File: src/rtl/regxfer_pkg.sv
package regxfer_pkg;

    typedef enum logic [1:0] {
        OP_LDI  = 2'd0,
        OP_STI  = 2'd1,
        OP_PUSH = 2'd2,
        OP_POP  = 2'd3
    } xop_t;

    typedef enum logic [1:0] {
        ST_IDLE   = 2'd0,
        ST_XFER   = 2'd1,
        ST_FINISH = 2'd2
    } xstate_t;

    localparam int REG_IDX_W = 4;
    localparam logic [REG_IDX_W-1:0] SP_IDX = 4'd13;
    localparam logic [REG_IDX_W-1:0] LR_IDX = 4'd14;
    localparam logic [REG_IDX_W-1:0] PC_IDX = 4'd15;

endpackage

File: src/rtl/regxfer_plan.sv
// Decodes a command into the effective transfer mask, start address,
// write-back value and legality.
module regxfer_plan
    import regxfer_pkg::*;
#(
    parameter int LIST_W = 8,
    parameter int ADDR_W = 32,
    localparam int IDX_W = $clog2(LIST_W),
    localparam int CNT_W = $clog2(LIST_W + 2)
) (
    input  xop_t                  op,
    input  logic [IDX_W-1:0]      base_idx,
    input  logic [ADDR_W-1:0]     base_val,
    input  logic [LIST_W-1:0]     reg_list,
    input  logic                  extra,
    output logic [LIST_W:0]       eff_mask,
    output logic [ADDR_W-1:0]     first_addr,
    output logic [ADDR_W-1:0]     wb_val,
    output logic [REG_IDX_W-1:0]  wb_idx,
    output logic                  bad
);

    logic              stack_op;
    logic [CNT_W-1:0]  cnt;
    logic [ADDR_W-1:0] span;

    assign stack_op = (op == OP_PUSH) || (op == OP_POP);
    // The extra bit only joins the list for the stack forms.
    assign eff_mask = {extra & stack_op, reg_list};

    always_comb begin
        cnt = '0;
        for (int i = 0; i <= LIST_W; i++) begin
            cnt = cnt + CNT_W'(eff_mask[i]);
        end
    end

    assign span = ADDR_W'({cnt, 2'b00});

    always_comb begin
        bad = (eff_mask == '0);
        if (!stack_op && reg_list[base_idx]) begin
            bad = 1'b1;
        end
    end

    always_comb begin
        unique case (op)
            OP_PUSH: begin
                first_addr = base_val - span;
                wb_val     = base_val - span;
                wb_idx     = SP_IDX;
            end
            OP_POP: begin
                first_addr = base_val;
                wb_val     = base_val + span;
                wb_idx     = SP_IDX;
            end
            default: begin
                first_addr = base_val;
                wb_val     = base_val + span;
                wb_idx     = REG_IDX_W'(base_idx);
            end
        endcase
    end

endmodule

File: src/rtl/regxfer_pick.sv
// Lowest-set-bit finder built as a ripple chain of "something below" flags.
module regxfer_pick #(
    parameter int W = 9,
    localparam int SEL_W = $clog2(W)
) (
    input  logic [W-1:0]     mask,
    output logic [W-1:0]     onehot,
    output logic [SEL_W-1:0] sel,
    output logic             last
);

    logic [W:0] below;

    assign below[0] = 1'b0;

    for (genvar i = 0; i < W; i++) begin : g_chain
        assign below[i+1] = below[i] | mask[i];
        assign onehot[i]  = mask[i] & ~below[i];
    end

    always_comb begin
        sel = '0;
        for (int i = 0; i < W; i++) begin
            if (onehot[i]) begin
                sel = sel | SEL_W'(i);
            end
        end
    end

    // Only one bit left means this pick is the final transfer.
    assign last = (mask != '0) && (mask == onehot);

endmodule

File: src/rtl/regxfer_seq.sv
module regxfer_seq
    import regxfer_pkg::*;
#(
    parameter int LIST_W = 8,
    parameter int ADDR_W = 32,
    parameter int DATA_W = 32,
    localparam int IDX_W  = $clog2(LIST_W),
    localparam int MASK_W = LIST_W + 1,
    localparam int SEL_W  = $clog2(MASK_W)
) (
    input  logic                 clk,
    input  logic                 rst_n,
    input  logic                 start,
    input  logic [1:0]           op,
    input  logic [IDX_W-1:0]     base_idx,
    input  logic [ADDR_W-1:0]    base_val,
    input  logic [LIST_W-1:0]    reg_list,
    input  logic                 extra,
    input  logic [DATA_W-1:0]    rd_data,
    output logic                 busy,
    output logic                 req_valid,
    output logic [ADDR_W-1:0]    req_addr,
    output logic [REG_IDX_W-1:0] req_reg,
    output logic                 req_write,
    output logic                 done,
    output logic                 wb_en,
    output logic [REG_IDX_W-1:0] wb_idx,
    output logic [ADDR_W-1:0]    wb_base,
    output logic                 err,
    output logic                 branch_valid,
    output logic [DATA_W-1:0]    branch_target
);

    xstate_t state_q, state_d;

    xop_t                  op_in, op_q;
    logic [MASK_W-1:0]     plan_mask, mask_q;
    logic [ADDR_W-1:0]     plan_first, plan_wb, addr_q, wbv_q;
    logic [REG_IDX_W-1:0]  plan_wbidx, wbidx_q;
    logic                  plan_bad, err_q;
    logic [DATA_W-1:0]     pc_q;
    logic                  pc_hit_q;

    logic [MASK_W-1:0]     pick_oh;
    logic [SEL_W-1:0]      pick_sel;
    logic                  pick_last;

    assign op_in = xop_t'(op);

    regxfer_plan #(
        .LIST_W (LIST_W),
        .ADDR_W (ADDR_W)
    ) u_plan (
        .op         (op_in),
        .base_idx   (base_idx),
        .base_val   (base_val),
        .reg_list   (reg_list),
        .extra      (extra),
        .eff_mask   (plan_mask),
        .first_addr (plan_first),
        .wb_val     (plan_wb),
        .wb_idx     (plan_wbidx),
        .bad        (plan_bad)
    );

    regxfer_pick #(
        .W (MASK_W)
    ) u_pick (
        .mask   (mask_q),
        .onehot (pick_oh),
        .sel    (pick_sel),
        .last   (pick_last)
    );

    // Next-state logic.
    always_comb begin
        state_d = state_q;
        unique case (state_q)
            ST_IDLE: begin
                if (start) begin
                    state_d = plan_bad ? ST_FINISH : ST_XFER;
                end
            end
            ST_XFER: begin
                if (pick_last) begin
                    state_d = ST_FINISH;
                end
            end
            ST_FINISH: state_d = ST_IDLE;
            default:   state_d = ST_IDLE;
        endcase
    end

    // State register.
    always_ff @(posedge clk or negedge rst_n) begin
        if (!rst_n) begin
            state_q <= ST_IDLE;
        end else begin
            state_q <= state_d;
        end
    end

    // Command and progress registers.
    always_ff @(posedge clk or negedge rst_n) begin
        if (!rst_n) begin
            op_q     <= OP_LDI;
            mask_q   <= '0;
            addr_q   <= '0;
            wbv_q    <= '0;
            wbidx_q  <= '0;
            err_q    <= 1'b0;
            pc_q     <= '0;
            pc_hit_q <= 1'b0;
        end else begin
            unique case (state_q)
                ST_IDLE: begin
                    if (start) begin
                        op_q     <= op_in;
                        mask_q   <= plan_bad ? '0 : plan_mask;
                        addr_q   <= plan_first;
                        wbv_q    <= plan_wb;
                        wbidx_q  <= plan_wbidx;
                        err_q    <= plan_bad;
                        pc_hit_q <= 1'b0;
                    end
                end
                ST_XFER: begin
                    mask_q <= mask_q & ~pick_oh;
                    addr_q <= addr_q + ADDR_W'(4);
                    if (op_q == OP_POP && pick_oh[LIST_W]) begin
                        pc_q     <= rd_data;
                        pc_hit_q <= 1'b1;
                    end
                end
                default: ;
            endcase
        end
    end

    // Output logic.
    always_comb begin
        busy          = 1'b0;
        req_valid     = 1'b0;
        done          = 1'b0;
        wb_en         = 1'b0;
        err           = 1'b0;
        branch_valid  = 1'b0;
        req_addr      = addr_q;
        wb_idx        = wbidx_q;
        wb_base       = wbv_q;
        branch_target = pc_q;
        req_write     = (op_q == OP_STI) || (op_q == OP_PUSH);
        if (pick_sel == SEL_W'(LIST_W)) begin
            req_reg = (op_q == OP_PUSH) ? LR_IDX : PC_IDX;
        end else begin
            req_reg = REG_IDX_W'(pick_sel);
        end
        unique case (state_q)
            ST_IDLE: ;
            ST_XFER: begin
                busy      = 1'b1;
                req_valid = 1'b1;
            end
            ST_FINISH: begin
                busy         = 1'b1;
                done         = 1'b1;
                wb_en        = !err_q;
                err          = err_q;
                branch_valid = pc_hit_q;
            end
            default: ;
        endcase
    end


    addr_step_chk: assert property (@(posedge clk) disable iff (!rst_n)
        (req_valid && $past(req_valid)) |-> (req_addr == $past(req_addr) + ADDR_W'(4)));


    reg_ascend_chk: assert property (@(posedge clk) disable iff (!rst_n)
        (req_valid && $past(req_valid)) |-> (req_reg > $past(req_reg)));


    dir_steady_chk: assert property (@(posedge clk) disable iff (!rst_n)
        (req_valid && $past(req_valid)) |-> $stable(req_write));


    done_pulse_chk: assert property (@(posedge clk) disable iff (!rst_n)
        done |=> !done);


    err_no_wb_chk: assert property (@(posedge clk) disable iff (!rst_n)
        err |-> (done && !wb_en));


    branch_with_done_chk: assert property (@(posedge clk) disable iff (!rst_n)
        branch_valid |-> (done && !err));

endmodule

File: config.mk
export PLATFORM = sky130hd
export DESIGN_NAME = regxfer_seq
export DESIGN_NICKNAME = d
export VERILOG_FILES = /design/src/rtl/regxfer_pkg.sv /design/src/rtl/regxfer_plan.sv /design/src/rtl/regxfer_pick.sv /design/src/rtl/regxfer_seq.sv
export SDC_FILE = /design/constraint.sdc
export NUM_CORES = 1
export LEC_CHECK = 0
export BUFFER_PORTS_ARGS = -buffer_cell sky130_fd_sc_hd__buf_2
export CAP_MARGIN = 20
export CORE_MARGIN = 4
export CORE_UTILIZATION = 55
export CTS_BUF_LIST = sky130_fd_sc_hd__clkbuf_4 sky130_fd_sc_hd__clkbuf_8 sky130_fd_sc_hd__clkbuf_16
export CTS_CLUSTER_DIAMETER = 30
export DETAILED_ROUTE_END_ITERATION = 10
export GPL_TIMING_DRIVEN = 0
export HOLD_SLACK_MARGIN = 0.15
export PLACE_DENSITY_LB_ADDON = 0.2
export SLEW_MARGIN = 10
export SYNTH_ARGS = -nofsm -noshare
export SYNTH_HDL_FRONTEND = slang
export SYNTH_HIERARCHICAL = 1
export SYNTH_SLANG_ARGS = --single-unit
File: constraint.sdc
create_clock -name clk -period 2.7 [get_ports clk]
set_input_delay 0.405 -clock clk [delete_from_list [all_inputs] [get_ports clk]]
set_output_delay 0.405 -clock clk [all_outputs]
set_load 0.01 [all_outputs]
==> flow_summary.toml <==
[worst_setup_path]
reg2reg_from = "state_q[1]"
critPathCaptureType = "flop"
slowest_stage = "fa_1"
cp_max_fo = 4
startpoint_type = "input port"
crit_top_cell = "fa_1"
critPathBufInv = 5
crit_cells = 20
critPathArrivalTime_ns = 5.24
cp_cell_sequence = "buf_8 -> fa_1 -> inv_1 -> fa_1 -> fa_1 -> fa_2 -> nor2b_1 -> o21a_1 -> inv_1 -> ha_2 -> or4b_4 -> buf_6 -> a211oi_4 -> nand2b_1 -> buf_6 -> nor3_4 -> xor2_1 -> o22a_1 -> o22ai_1 -> a211oi_1"
critPathTopFamily = "adder cells"
r2r_setup_slack_ns = 0.13
ff2ff_path_depth = 6
required_ns = 3.03
critical_path.max_stage_delay_ns = 0.54
timing.rr.end = "req_addr[7]"
crit_type = "in2reg"

[placed_design]
place.gp.congestion = 0.935
dpl-instance-area_um2 = 9210
pre_cts_slack_ns = -2.89
portBuffers = 178
hpwl_um = 17500

[power]
internal_power_mw = 6.66
p_leak_nw = 5.35
p_clk_frac = 0.196
p_per_area_nw_per_um2 = 1040
pwr-share-seq = 0.256
p_sw_mw = 5.21
combPwrFrac = 0.547
p_sw_frac = 0.439
irDropWorstVdd_mv = 0.779

[timing]
rsz0062_at_grt = "yes"
min_period_ns = 4.90
hold_viol_final = 0
slew-limit-headroom = 0.301
max_freq_mhz = 204
finalCritPeriodShare = 1.82
drv_slew = 0
setup_tns_ns = -109.76
whs_ns = 0.174
tightest_slew_ns = 1.04
finalSetupViolCount = 61
fin_ws_ns = -2.20
worst_clock_skew_ns = 0.0111

[clocking]
htree_num_levels = 4
cts_tree = "built"
clock-sinks = 115
root_buffer = "clkbuf_16"
clk_latency_ns = 0.43
cts_made_buffers = 17
path_clk_slew_ns = 0.06
clk_path_buf_depth = 2

[worst_hold_path]
hp-class = "in2reg"
hold_end = "wb_base[0]"
min_path_cells = 3
min-delay-start = "base_val[0]"

[synthesis]
syn-cell-area_um2 = 8010
synth_cells = 919
ys_seq_area_frac = 0.359
synth.distinct_cells = 78
ys_async_sr_fraction = 1.00
yosys_warnings = 6
yosys_register_bits = 115
synth-main-ff-cell = "dfrtp_1"
syn-num-nets = 1025
avgSynthCellArea_um2 = 8.71
synth-edff-count = 0

[drt]
dr.pass1.iters = 5
drc = 0
routed_wl_um = 30800
vias_per_cell = 6.52
vias = 9033
wire_per_inst_um = 22.2
drt-initial-drc-count = 1059
postRouteAntennaNets = 0

[global_route]
track_usage = 0.325
grt.overflow.total = 0
grt_max_degree = 80
antenna_found_initial = 0
grt_pass1_wl_um = 42700
grt_pass1_vias = 8230

[floorplanning]
fp-row-count = 43
die_y_um = 129
die_x_um = 129
ioPinCount = 192
die_area_um2 = 16500
coreArea_um2 = 14000
start_util = 0.570

[run_status]
failed_checks = "negative setup slack"
status = "complete, but fails checks"

[cells_and_area]
design_area_um2 = 11400
layout.nets = 1300
n_antenna_cell = 0
multi_input_area_um2 = 5560
nFillCells = 802
final_layout_size_suffix_gt1_frac = 0.426
area_growth_pct = 43.0
final-seq-area_um2 = 2880

[run]
maxCapViolCount = 0
[cells in the mapped netlist (5+ instances only)]
master     number  area share
a31oi_1         6      0.0047
nand3_1        22       0.014
o22ai_1        22       0.017
nand2b_1        9      0.0070
xnor2_1        40       0.044
nor3_1         22       0.014
buf_4          18       0.017
clkbuf_1       38       0.018
a21oi_1        32       0.020
and2_1         10      0.0078
or3_1           6      0.0047
buf_1           5      0.0023
a311oi_1        8      0.0088
nor4_1         15       0.012
ha_1           18       0.028
mux2_2         38       0.053
a2bb2oi_1       8      0.0088
and4_1          5      0.0055
and3_1         17       0.013
a32oi_1         7      0.0077
nor2_1         44       0.021
o22a_1         12       0.013
xor2_1         16       0.018
fa_1            7       0.018
mux2i_1        10       0.013
nand2_1       168       0.079
nand4_1        18       0.014
nor2b_1        10      0.0078
dfrtp_1       115        0.36
inv_1          36       0.017
a22o_1         11       0.012
o21ai_0        30       0.019
buf_2          16       0.010
or4_4           6      0.0084
[through the flow]
step,instances,power (mW),util
floorplan,919,6.13,-
global placement,1277,7.68,0.653
detailed placement,1278,7.79,0.656
CTS,1351,10.8,0.761
global route,1386,12.5,0.815
finish,1386,11.9,0.815
[worst max-delay path by stage]
stage                   endpoint  slack [ns]   startpoint
floorplan           req_addr[30]       -2.05  reg_list[0]
global placement    req_addr[22]       -2.85  reg_list[0]
detailed placement  req_addr[24]       -2.89  reg_list[0]
CTS                 req_addr[22]       -1.96  reg_list[0]
global route        req_addr[22]       -2.27  reg_list[0]
finish              req_addr[22]       -2.20  reg_list[0]
[worst reg2reg max path: stages, from the launching register on]
cell and delay (ns):
dfrtp_1 0.38, inv_1 0.10, ha_1 0.36, buf_2 0.29, buf_1 0.52, clkbuf_1 0.56, a21oi_1 0.20
[layout by cell type (no fill, tap or decap), drive strengths merged, types with 18 or more instances in the layout]
cell type and count:
ha 18, nor4 18, clkbuf 56, nor2 44, nor3 24, nand3 22, a21oi 32, dfrtp 115
nand2 168, and3 20, buf 295, nand4 20, o22ai 22, inv 38, o21ai 32, xnor2 40
mux2 38
[state kept, by name, summed over array words and instances, names as in the netlist]
signal	count
state_q	2
mask_q	9
branch_target	32
wb_base	32
wb_idx	4
req_addr	32
op_q	2
err_q	1
pc_hit_q	1
[power by group through the flow]
| stage | Sequential (mW) | Clock, mW | Combinational, mW |
|---|---|---|---|
| floorplan | 3.17 | 0 | 2.96 |
| global placement | 2.97 | 0 | 4.71 |
| detailed placement | 3.00 | 0 | 4.80 |
| CTS | 2.97 | 2.32 | 5.53 |
| global route | 3.13 | 2.44 | 6.90 |
| finish | 3.04 | 2.33 | 6.50 |
[cells by family after synthesis]
logic type	after synthesis	synth area share
simple gates	382	0.243
mux	50	0.0716
xor+xnor	56	0.0613
flops	115	0.359
compound gates	177	0.153
fa+ha+maj	25	0.0456
buf+inv	114	0.0653
[per-layer routing]
| layer | vias to the layer above | wire (um) | GRT usage |
|---|---|---|---|
| met5 | - | 0 | 0 |
| met4 | 0 | 1850 | 0.160 |
| met3 | 203 | 3760 | 0.0967 |
| met2 | 772 | 13900 | 0.513 |
| met1 | 4248 | 11300 | 0.408 |
| li1 | 3810 | - | - |
[cell type report]
class	instances	share of cell area
well taps	180	0.0197
flip-flops and latches	115	0.252
multi-input cells	690	0.486
inverters	36	0.0120
plain buffers	77	0.0332
repair buffers	257	0.146
clock inverters	13	0.0139
clock buffers	18	0.0384
[repair_timing]
| action | CTS | global route |
|---|---|---|
| hold buffers | 1 | 0 |
| hold endpoints to repair | 36 | 0 |
| gates resized for setup | 107 | 98 |
| endpoints found under the setup margin | 64 | 63 |
| pin swaps | 61 | 69 |
| buffers inserted | 41 | 40 |
Note: power is estimated with default switching activity, not from simulation.
